### src/rtl/bscan_pkg.sv
package bscan_pkg;
  typedef enum logic [1:0] {
    OP_EXTEST = 2'd0,
    OP_SAMPLE = 2'd1,
    OP_BYPASS = 2'd2
  } bscan_op_e;
endpackage

### src/rtl/bscan_op_decode.sv
module bscan_op_decode #(
  parameter int IR_W = 2,
  parameter logic [IR_W-1:0] CODE_EXTEST = '0,
  parameter logic [IR_W-1:0] CODE_SAMPLE = IR_W'(1)
) (
  input  logic            trst_n,
  input  logic [IR_W-1:0] ir_code,
  output bscan_pkg::bscan_op_e op
);
  import bscan_pkg::*;

  always_comb begin
    if (!trst_n)                   op = OP_BYPASS;
    else if (ir_code == CODE_EXTEST) op = OP_EXTEST;
    else if (ir_code == CODE_SAMPLE) op = OP_SAMPLE;
    else                           op = OP_BYPASS;
  end
endmodule

### src/rtl/bscan_bypass_stage.sv
module bscan_bypass_stage (
  input  logic tck,
  input  logic trst_n,
  input  logic active,
  input  logic tdi,
  input  logic capture_dr,
  input  logic shift_dr,
  output logic q
);
  logic cap_go, shf_go;
  assign cap_go = active & capture_dr;
  assign shf_go = active & shift_dr & ~capture_dr;

  always_ff @(posedge tck or negedge trst_n) begin
    if (!trst_n)     q <= 1'b0;
    else if (cap_go) q <= 1'b0;
    else if (shf_go) q <= tdi;
  end

  assert_capture_zero_R3: assert property (@(posedge tck) disable iff (!trst_n)
    (active && capture_dr) |=> (q == 1'b0));
  assert_shift_tdi_R4: assert property (@(posedge tck) disable iff (!trst_n)
    (active && shift_dr && !capture_dr) |=> (q == $past(tdi)));
  assert_hold_R6: assert property (@(posedge tck) disable iff (!trst_n)
    (!capture_dr && !shift_dr) |=> $stable(q));
endmodule

### src/rtl/bscan_strobe_gate.sv
module bscan_strobe_gate (
  input  logic sel_boundary,
  input  logic capture_dr,
  input  logic shift_dr,
  input  logic update_dr,
  output logic bnd_capture,
  output logic bnd_shift,
  output logic bnd_update
);
  always_comb begin
    bnd_capture = sel_boundary & capture_dr;
    bnd_shift   = sel_boundary & shift_dr;
    bnd_update  = sel_boundary & update_dr;
  end
endmodule

### src/rtl/bscan_instr_decoder.sv
module bscan_instr_decoder #(
  parameter int IR_W = 2
) (
  input  logic            tck,
  input  logic            trst_n,
  input  logic [IR_W-1:0] ir_code,
  input  logic            tdi,
  input  logic            capture_dr,
  input  logic            shift_dr,
  input  logic            update_dr,
  input  logic            chain_tail,
  output logic            cell_mode,
  output logic            sel_boundary,
  output logic            bnd_capture,
  output logic            bnd_shift,
  output logic            bnd_update,
  output logic            dr_tdo
);
  import bscan_pkg::*;

  localparam logic [IR_W-1:0] CODE_EXTEST = '0;
  localparam logic [IR_W-1:0] CODE_SAMPLE = IR_W'(1);

  bscan_op_e op;
  logic      byp_q;

  bscan_op_decode #(
    .IR_W(IR_W), .CODE_EXTEST(CODE_EXTEST), .CODE_SAMPLE(CODE_SAMPLE)
  ) u_decode (
    .trst_n(trst_n), .ir_code(ir_code), .op(op)
  );

  assign cell_mode    = (op == OP_EXTEST);
  assign sel_boundary = (op != OP_BYPASS);

  bscan_bypass_stage u_bypass (
    .tck(tck), .trst_n(trst_n), .active(~sel_boundary), .tdi(tdi),
    .capture_dr(capture_dr), .shift_dr(shift_dr), .q(byp_q)
  );

  bscan_strobe_gate u_gate (
    .sel_boundary(sel_boundary), .capture_dr(capture_dr),
    .shift_dr(shift_dr), .update_dr(update_dr),
    .bnd_capture(bnd_capture), .bnd_shift(bnd_shift), .bnd_update(bnd_update)
  );

  assign dr_tdo = sel_boundary ? chain_tail : byp_q;

  assert_mode_needs_chain_R1: assert property (@(posedge tck) disable iff (!trst_n)
    cell_mode |-> sel_boundary);
  assert_quiet_chain_R7: assert property (@(posedge tck) disable iff (!trst_n)
    !sel_boundary |-> (!bnd_capture && !bnd_shift && !bnd_update));
  assert_sample_no_drive_R9: assert property (@(posedge tck) disable iff (!trst_n)
    (ir_code == CODE_SAMPLE) |-> (!cell_mode && sel_boundary));
endmodule

### config.mk
export PLATFORM = sky130hd
export DESIGN_NAME = bscan_instr_decoder
export DESIGN_NICKNAME = d
export VERILOG_FILES = /design/src/rtl/bscan_pkg.sv /design/src/rtl/bscan_op_decode.sv /design/src/rtl/bscan_bypass_stage.sv /design/src/rtl/bscan_strobe_gate.sv /design/src/rtl/bscan_instr_decoder.sv
export SDC_FILE = /design/constraint.sdc
export NUM_CORES = 1
export LEC_CHECK = 0
export BUFFER_PORTS_ARGS = -buffer_cell sky130_fd_sc_hd__clkbuf_2
export CAP_MARGIN = 20
export CORE_AREA = 2 2 39 41
export CTS_CLUSTER_SIZE = 24
export DETAILED_ROUTE_END_ITERATION = 8
export DIE_AREA = 0 0 41 43
export GPL_ROUTABILITY_DRIVEN = 0
export GPL_TIMING_DRIVEN = 1
export PLACE_DENSITY = 0.38
export SYNTH_ARGS = -nofsm -noshare
export SYNTH_HDL_FRONTEND = slang
export SYNTH_SLANG_ARGS = --single-unit
### constraint.sdc
create_clock -name tck -period 0.9 [get_ports tck]
set_input_delay 0.135 -clock tck [delete_from_list [all_inputs] [get_ports tck]]
set_output_delay 0.135 -clock tck [all_outputs]
set_load 0.02 [all_outputs]
======== After elaboration in Yosys (flattened, before gate mapping) ========
Index checks and enable logic that the tools add are counted.
Widths: inputs -> output; s select.
word-level totals
  register bits ........................... 1
  bits of input ports ..................... 9
  output and inout port bits .............. 6
  logic and storage cells ................. 20
operators by class
  eq/ne operators ......................... 2
  mux-type cells .......................... 6
  bitwise logic cells ..................... 8
  reduce and logical (&&, ||, !) cells .... 3
operators by type and width
  cell                count
  $and 1x1->1         6
  $mux 2              3
  $logic_not 2->1     2
  $mux 1              3
  $eq 2x1->1 const B  1
  $ne 2x2->1 const B  1
  $not 1->1           2
  $reduce_bool 2->1   1

======== Depth between registers and ports, before layout ========
Gate-level depths: netlist of run 1.
  depth after elaboration ................. 10
  depth in mapped cells ................... 4

======== By module ========
A second synthesis of run 1 with hierarchy kept.
unflattened totals
  cell total of the unflattened synthesis .. 14
  area total of the unflattened synthesis .. 122.6 µm²
by module, submodules not included
  module               times used  cells an instance  area an instance (µm²)  sequential area each (µm²)
  bscan_bypass_stage   1           5                  52.6                    25.0
  bscan_instr_decoder  1           4                  36.3                    0.0
  bscan_strobe_gate    1           3                  18.8                    0.0
  bscan_op_decode      1           2                  15.0                    0.0

======== Least setup slack after synthesis of run 1 ========
No wires, ideal clock.
  kind .................................... in2out
  start point ............................. input trst_n
  end point ............................... output cell_mode
  data arrival time ....................... 732 ps
  required time ........................... 765 ps
  setup slack ............................. 33 ps
  stages on the path ...................... 3
  buffers on the path ..................... 1
  cells stage by stage .................... nor2b_4 > buf_6 > nor2b_1
on the way
  longest elaborated chain between the ends .. 2
RTL lines
  element             line                       source
  start: declaration  bscan_instr_decoder.sv:5   input logic trst_n,
  $mux 2              bscan_op_decode.sv:13      if (!trst_n) op = OP_BYPASS;
  $logic_not 2->1     bscan_instr_decoder.sv:33  assign cell_mode = (op == OP_EXTEST);
  end: declaration    bscan_instr_decoder.sv:12  output logic cell_mode,
No other way between the ends.

======== Worst setup path after layout of run 1 ========
  start point ............................. input trst_n
  end point ............................... output dr_tdo
on the way
  longest elaborated chain between the ends .. 3
RTL lines
  element           line                       source
  $mux 2            bscan_op_decode.sv:13
  $ne 2x2->1        bscan_instr_decoder.sv:34  assign sel_boundary = (op != OP_BYPASS);
  $mux 1            bscan_instr_decoder.sv:47  assign dr_tdo = sel_boundary ? chain_tail : byp_q;
  end: declaration  bscan_instr_decoder.sv:17  output logic dr_tdo
No other way between the ends.

==> flow_metrics.py, run 1 <==
metrics = {
    "place": {
        "io_buffers": 14,
        "dpl_cell_area_sq_um": 211.5,
    },
    "pwr": {
        "power_uw": 162.0,
        "p_per_area_mw_per_mm2": 622.7,
        "p_leak_nw": 0.1374,
        "vdd_ir_drop_max_mv": 0.2428,
    },
    "yosys": {
        "syn_area_sq_um": 110.1,
        "avgSynthCellArea_sq_um": 9.176,
        "yosysMostFrequentCell": "and2_1",
        "yosysSeqAreaShare_pct": 22.73,
        "yosysTopAreaCellShare_pct": 22.73,
        "syn_nets": 21,
        "syn_inst": 12,
        "async_reset_ff_share_pct": 100.0,
        "synth_ff_type": "dfrtp_1",
        "synth_seq_cells": 1,
        "ys_types": 10,
        "synth_warnings": 0,
        "yosys.area.top_type": "dfrtp_1",
        "yosys-top-cells-area": "dfrtp_1 (23%), and2_1 (17%), mux2_4 (14%)",
        "synth_edf_count": 0,
    },
    "timing": {
        "fin_ws_ns": -0.06443,
        "layout_min_cycle_time_ns": 0.9644,
        "drv_slew": 0,
        "finalHoldViolations": 0,
        "setup_viol": 2,
        "setup_tns_ns": -0.07908,
        "slew_headroom_pct": 88.43,
        "worst-slew-pin-transition_ns": 0.1720,
        "timing.final.crit_share_pct": 107.2,
        "whs_ns": 0.07949,
        "skew_ns": 0,
        "max_freq_ghz": 1.037,
        "grt_setup_unrepaired": "yes",
    },
    "worst_setup_path": {
        "required_ns": 0.76,
        "worst_r2r_endpoint": "u_bypass.q",
        "worstSetupStartpointType": "primary input",
        "worstPathArrival_ns": 0.83,
        "r2r_slack_ns": 0.26,
        "r2r-start": "u_bypass.q",
        "crit_path_end_kind": "output port",
        "critPathKind": "in -> out",
        "r2r_cells": 2,
        "cp_max_fo": 5,
        "cp-startpoint": "trst_n",
        "crit_end": "dr_tdo",
    },
    "detailed_routing": {
        "wl_um": 377,
        "dr.pass1.iters": 1,
        "routedWlPerCell_um": 8.378,
        "wl_met1_um": 214,
        "drt_iter0_markers": 0,
        "vias": 144,
        "vias_per_cell": 3.200,
        "ant_nets": 0,
        "drc": 0,
        "wl_met2_um": 96,
        "met3_length_um": 66,
        "routed.top_layer": "met3",
    },
    "clock_network": {
        "clk_pin_slew_worst_paths_ns": 0,
        "cts_hold_buf": 0,
        "clock_latency_ns": 0,
    },
    "grt": {
        "overflow": 0,
        "grt_usage_pct": 3.908,
        "grt_pass1_vias": 115,
        "antenna_found_initial": 0,
        "grt_pass1_wl_um": 503,
        "grt_max_degree": 6,
    },
    "floorplanning": {
        "ioPinCount": 15,
        "fp.dieH_um": 43,
        "rows": 14,
        "die_w_um": 41,
        "initial_core_util_pct": 7.957,
        "dieArea_sq_mm": 0.001763,
        "coreArea_sq_mm": 0.001384,
    },
    "layout": {
        "postLayoutCellArea_sq_um": 260.3,
        "seqCellArea_sq_um": 25.02,
        "largest_reg_flops": 1,
        "n_antenna_cell": 0,
        "multi_input_area_sq_um": 81.33,
        "top_register": "u_bypass.q",
        "fin_nets": 40,
        "layout-drive-gt1-share_pct": 72.41,
        "fill_cells": 157,
        "reg_top3": "u_bypass.q: 1 flops",
        "area_growth_pct": 136.4,
    },
    "outcome": {
        "outcome": "complete, but fails checks",
        "violations": "negative setup slack",
    },
    "worst_hold_path": {
        "min_path_type": "in -> async",
    },
    "flow_run": {
        "maxCapViolations": 0,
    },
}
==> report_power, final <==
part           switching (mW)  total (mW)  internal, mW
Combinational          0.0470       0.112        0.0646
Sequential            0.00152      0.0505        0.0490
Clock                       0           0             0
==> through the flow <==
step	std cells	util (%)	worst slack (ns)
4_1_cts	44	16.09	-0.1129
5_1_grt	45	18.81	-0.08964
3_3_place_gp	44	15.28	-0.1009
6_report	45	18.81	-0.06443
3_5_place_dp	44	15.28	-0.1095
2_1_floorplan	12	-	0.03300
==> cells by family after synthesis <==
group	Yosys count	synth area share (%)
buffers and inverters	1	10.23
DFF	1	22.72
AOI/OAI and AO/OA	2	11.36
muxes	1	13.63
and+or+nand+nor	7	42.04
==> worst max-delay path, stage by stage <==
cell	delay, ns
buf_6	0.07
nor2b_4	0.18
mux2_4	0.32
buf_6	0.13
==> area by class of cell <==
| type | count | area share [%] |
|---|---|---|
| flip-flops and latches | 1 | 9.615 |
| well taps | 16 | 7.692 |
| multi-input cells | 10 | 31.25 |
| repair buffers | 18 | 51.44 |
==> repair_timing <==
action / 4_1_cts / 5_1_grt
gates resized for setup: 3 / 11
endpoints found under the setup margin: 3 / 5
setup buffers: 0 / 1
cloned: 0 / 0
==> worst min path at each step <==
stage                 from    endpoint  slack [ns]  depth (start not counted)
detailed placement  trst_n  u_bypass.q        0.02                          2
CTS                 trst_n  u_bypass.q        0.03                          2
global route        trst_n  u_bypass.q        0.09                          3
floorplan           trst_n  u_bypass.q       -0.16                          0
global placement    trst_n  u_bypass.q        0.03                          2
finish              trst_n  u_bypass.q        0.08                          3
==> per-layer routing <==
layer	track usage (%)	vias to the layer above
li1	-	73
met1	8.946	56
met2	3.438	15
met3	0	0
met4	0	0
met5	0	-
==> placed cells by master, fill, tap and decap left out, drive strengths merged <==
| master | instances |
|---|---|
| mux2 | 1 |
| buf | 8 |
| o21ai | 1 |
| nor2b | 2 |
| o31ai | 1 |
| clkbuf | 10 |
| nor2 | 1 |
| and2 | 3 |
| dfrtp | 1 |
| nand2 | 1 |
No activity file was read; power rests on OpenSTA's default activity.
==> run 2: changes to the inputs <==
- REMOVE_ABC_BUFFERS: not set -> 1
==> run 2 against run 1 <==
  * The run still ends with negative setup slack left
  * Worst setup slack improved by 0.020 ns
  * Via count decreased by 2.1%
  * Die area stayed put
  * Sequential power is 1% higher
  * Critical path type unchanged
  * Critical endpoint unchanged
==> flow_metrics.py, run 2 (synthesis gave the netlist of run 1 again) <==
metrics = {
    "outcome": {
        "outcome": "complete, but fails checks",
        "violations": "negative setup slack",
    },
    "clock_network": {
        "cts_hold_buf": 0,
        "clk_pin_slew_worst_paths_ns": 0,
        "clock_latency_ns": 0,
    },
    "worst_hold_path": {
        "min_path_type": "in -> async",
    },
    "layout": {
        "stdcell_count": 44,
        "fin_util_pct": 19.89,
        "largest_reg_flops": 1,
        "layout-drive-gt1-share_pct": 78.57,
        "reg_top3": "u_bypass.q: 1 flops",
        "mostFrequentLayoutCell": "clkbuf_2",
        "layout_common_cells": "clkbuf_2 (8), buf_8 (4), and2_4 (3), buf_6 (3), buf_4 (2)",
        "n_antenna_cell": 0,
        "top_register": "u_bypass.q",
        "area_growth_pct": 150.0,
        "fin_nets": 39,
    },
    "timing": {
        "grt_setup_unrepaired": "yes",
        "setup_viol": 1,
        "timing.final.crit_share_pct": 105.0,
        "slew_headroom_pct": 87.22,
        "skew_ns": 0,
        "max_freq_ghz": 1.058,
        "layout_min_cycle_time_ns": 0.9448,
        "drv_slew": 0,
        "finalHoldViolations": 0,
        "setup_tns_ns": -0.04482,
        "fin_ws_ns": -0.04482,
        "worst-slew-pin-transition_ns": 0.1900,
    },
    "worst_setup_path": {
        "critPathKind": "in -> out",
        "path_cells": "buf_6 > nor2b_4 > mux2_4 > buf_8",
        "cp_max_fo": 3,
        "critPathMaxStageDelay_ns": 0.32,
        "path_delay_family": "multiplexers",
        "crit_path_end_kind": "output port",
        "slowest_stage": "mux2_4",
        "worstPathBufferInverterCount": 2,
        "worstPathArrival_ns": 0.81,
        "worstSetupStartpointType": "primary input",
        "required_ns": 0.76,
    },
    "grt": {
        "antenna_found_initial": 0,
        "grt_max_degree": 7,
        "grt_pass1_vias": 121,
        "grt_usage_pct": 4.309,
        "overflow": 0,
        "grt_pass1_wl_um": 552,
    },
    "detailed_routing": {
        "wl_um": 374,
        "drt_iter0_markers": 1,
        "vias": 141,
        "vias_per_cell": 3.205,
        "dr.pass1.iters": 4,
        "routedWlPerCell_um": 8.500,
        "drc": 0,
        "ant_nets": 0,
    },
    "floorplanning": {
        "coreArea_sq_mm": 0.001384,
        "rows": 14,
        "dieArea_sq_mm": 0.001763,
        "initial_core_util_pct": 7.957,
        "ioPinCount": 15,
        "die_w_um": 41,
        "fp.dieH_um": 43,
    },
    "pwr": {
        "clockPowerShare_pct": 0,
        "p_seq_share_pct": 29.6,
        "p_per_area_mw_per_mm2": 626.2,
        "vdd_ir_drop_max_mv": 0.2732,
        "power_uw": 172.4,
        "netSwitchingPower_uw": 49.74,
        "sw_frac_of_total_pct": 28.86,
        "combPwrFrac_pct": 70.4,
        "cellInternalPower_uw": 122.6,
        "p_leak_nw": 0.1409,
    },
    "place": {
        "io_buffers": 14,
        "dp.cells": 43,
        "pre_cts_ws_ns": -0.07684,
    },
    "flow_run": {
        "maxCapViolations": 0,
    },
}
-- run 2: changes by cell type in the layout (fill, tap and decap cells not counted) --
cell      previous run  this run
and2_1               3         0
and2_4               0         3
buf_4                4         2
buf_6                4         3
buf_8                0         4
clkbuf_2             9         8
clkbuf_8             1         0
nor2b_1              0         1
nor2b_4              2         1
-- run 2: layer usage --
layer	global-route usage [%]	up-vias	wire (um)
li1	-	71	-
met1	8.307	55	195
met2	3.750	15	84
met3	2.618	0	94
met4	0	0	0
met5	0	-	0
-- run 2: worst reg2reg max path, stage by stage (launching register included) --
cell     delay, ns
dfrtp_1       0.36
o21ai_1       0.08
o31ai_1       0.08
-- run 2: final cells by class --
cell class | count | area (sq um)
fillers | 159 | 1109
multi-input cells | 10 | 81.33
flip-flops and latches | 1 | 25.02
well taps | 16 | 20.02
repair buffers | 17 | 148.9
-- run 2: worst paths after layout --
kind	cells after the start	to	startpoint	slack [ns]
worst max register to register	2	u_bypass.q	u_bypass.q	0.25
max in group asynchronous	3	u_bypass.q	trst_n	0.74
worst min register to register	2	u_bypass.q	u_bypass.q	0.50
worst max-delay path	4	dr_tdo	trst_n	-0.04
min in group tck	2	u_bypass.q	capture_dr	0.37
worst min-delay path	3	u_bypass.q	trst_n	0.08
-- run 2: power groups by stage --
stage          sequential [mW]  combinational (mW)  clock, mW
3_3_place_gp            0.0510              0.0851          0
6_report                0.0510               0.121          0
3_5_place_dp            0.0509              0.0850          0
5_1_grt                 0.0517               0.131          0
4_1_cts                 0.0509               0.103          0
2_1_floorplan           0.0500              0.0420          0
-- run 2: through the flow --
step           cell area, sq um  hold slack [ns]
4_1_cts                   246.5           0.1089
6_report                  275.3          0.07793
2_1_floorplan             98.84          -0.1606
5_1_grt                   275.3          0.08731
3_3_place_gp              203.9          0.01931
3_5_place_dp              203.9          0.02338
-- run 2: what timing repair did --
action,in CTS,in global routing
resized for setup,8,13
buffers inserted,1,0
pin swaps,0,1
gates cloned,0,0
endpoints found under the setup margin,4,5
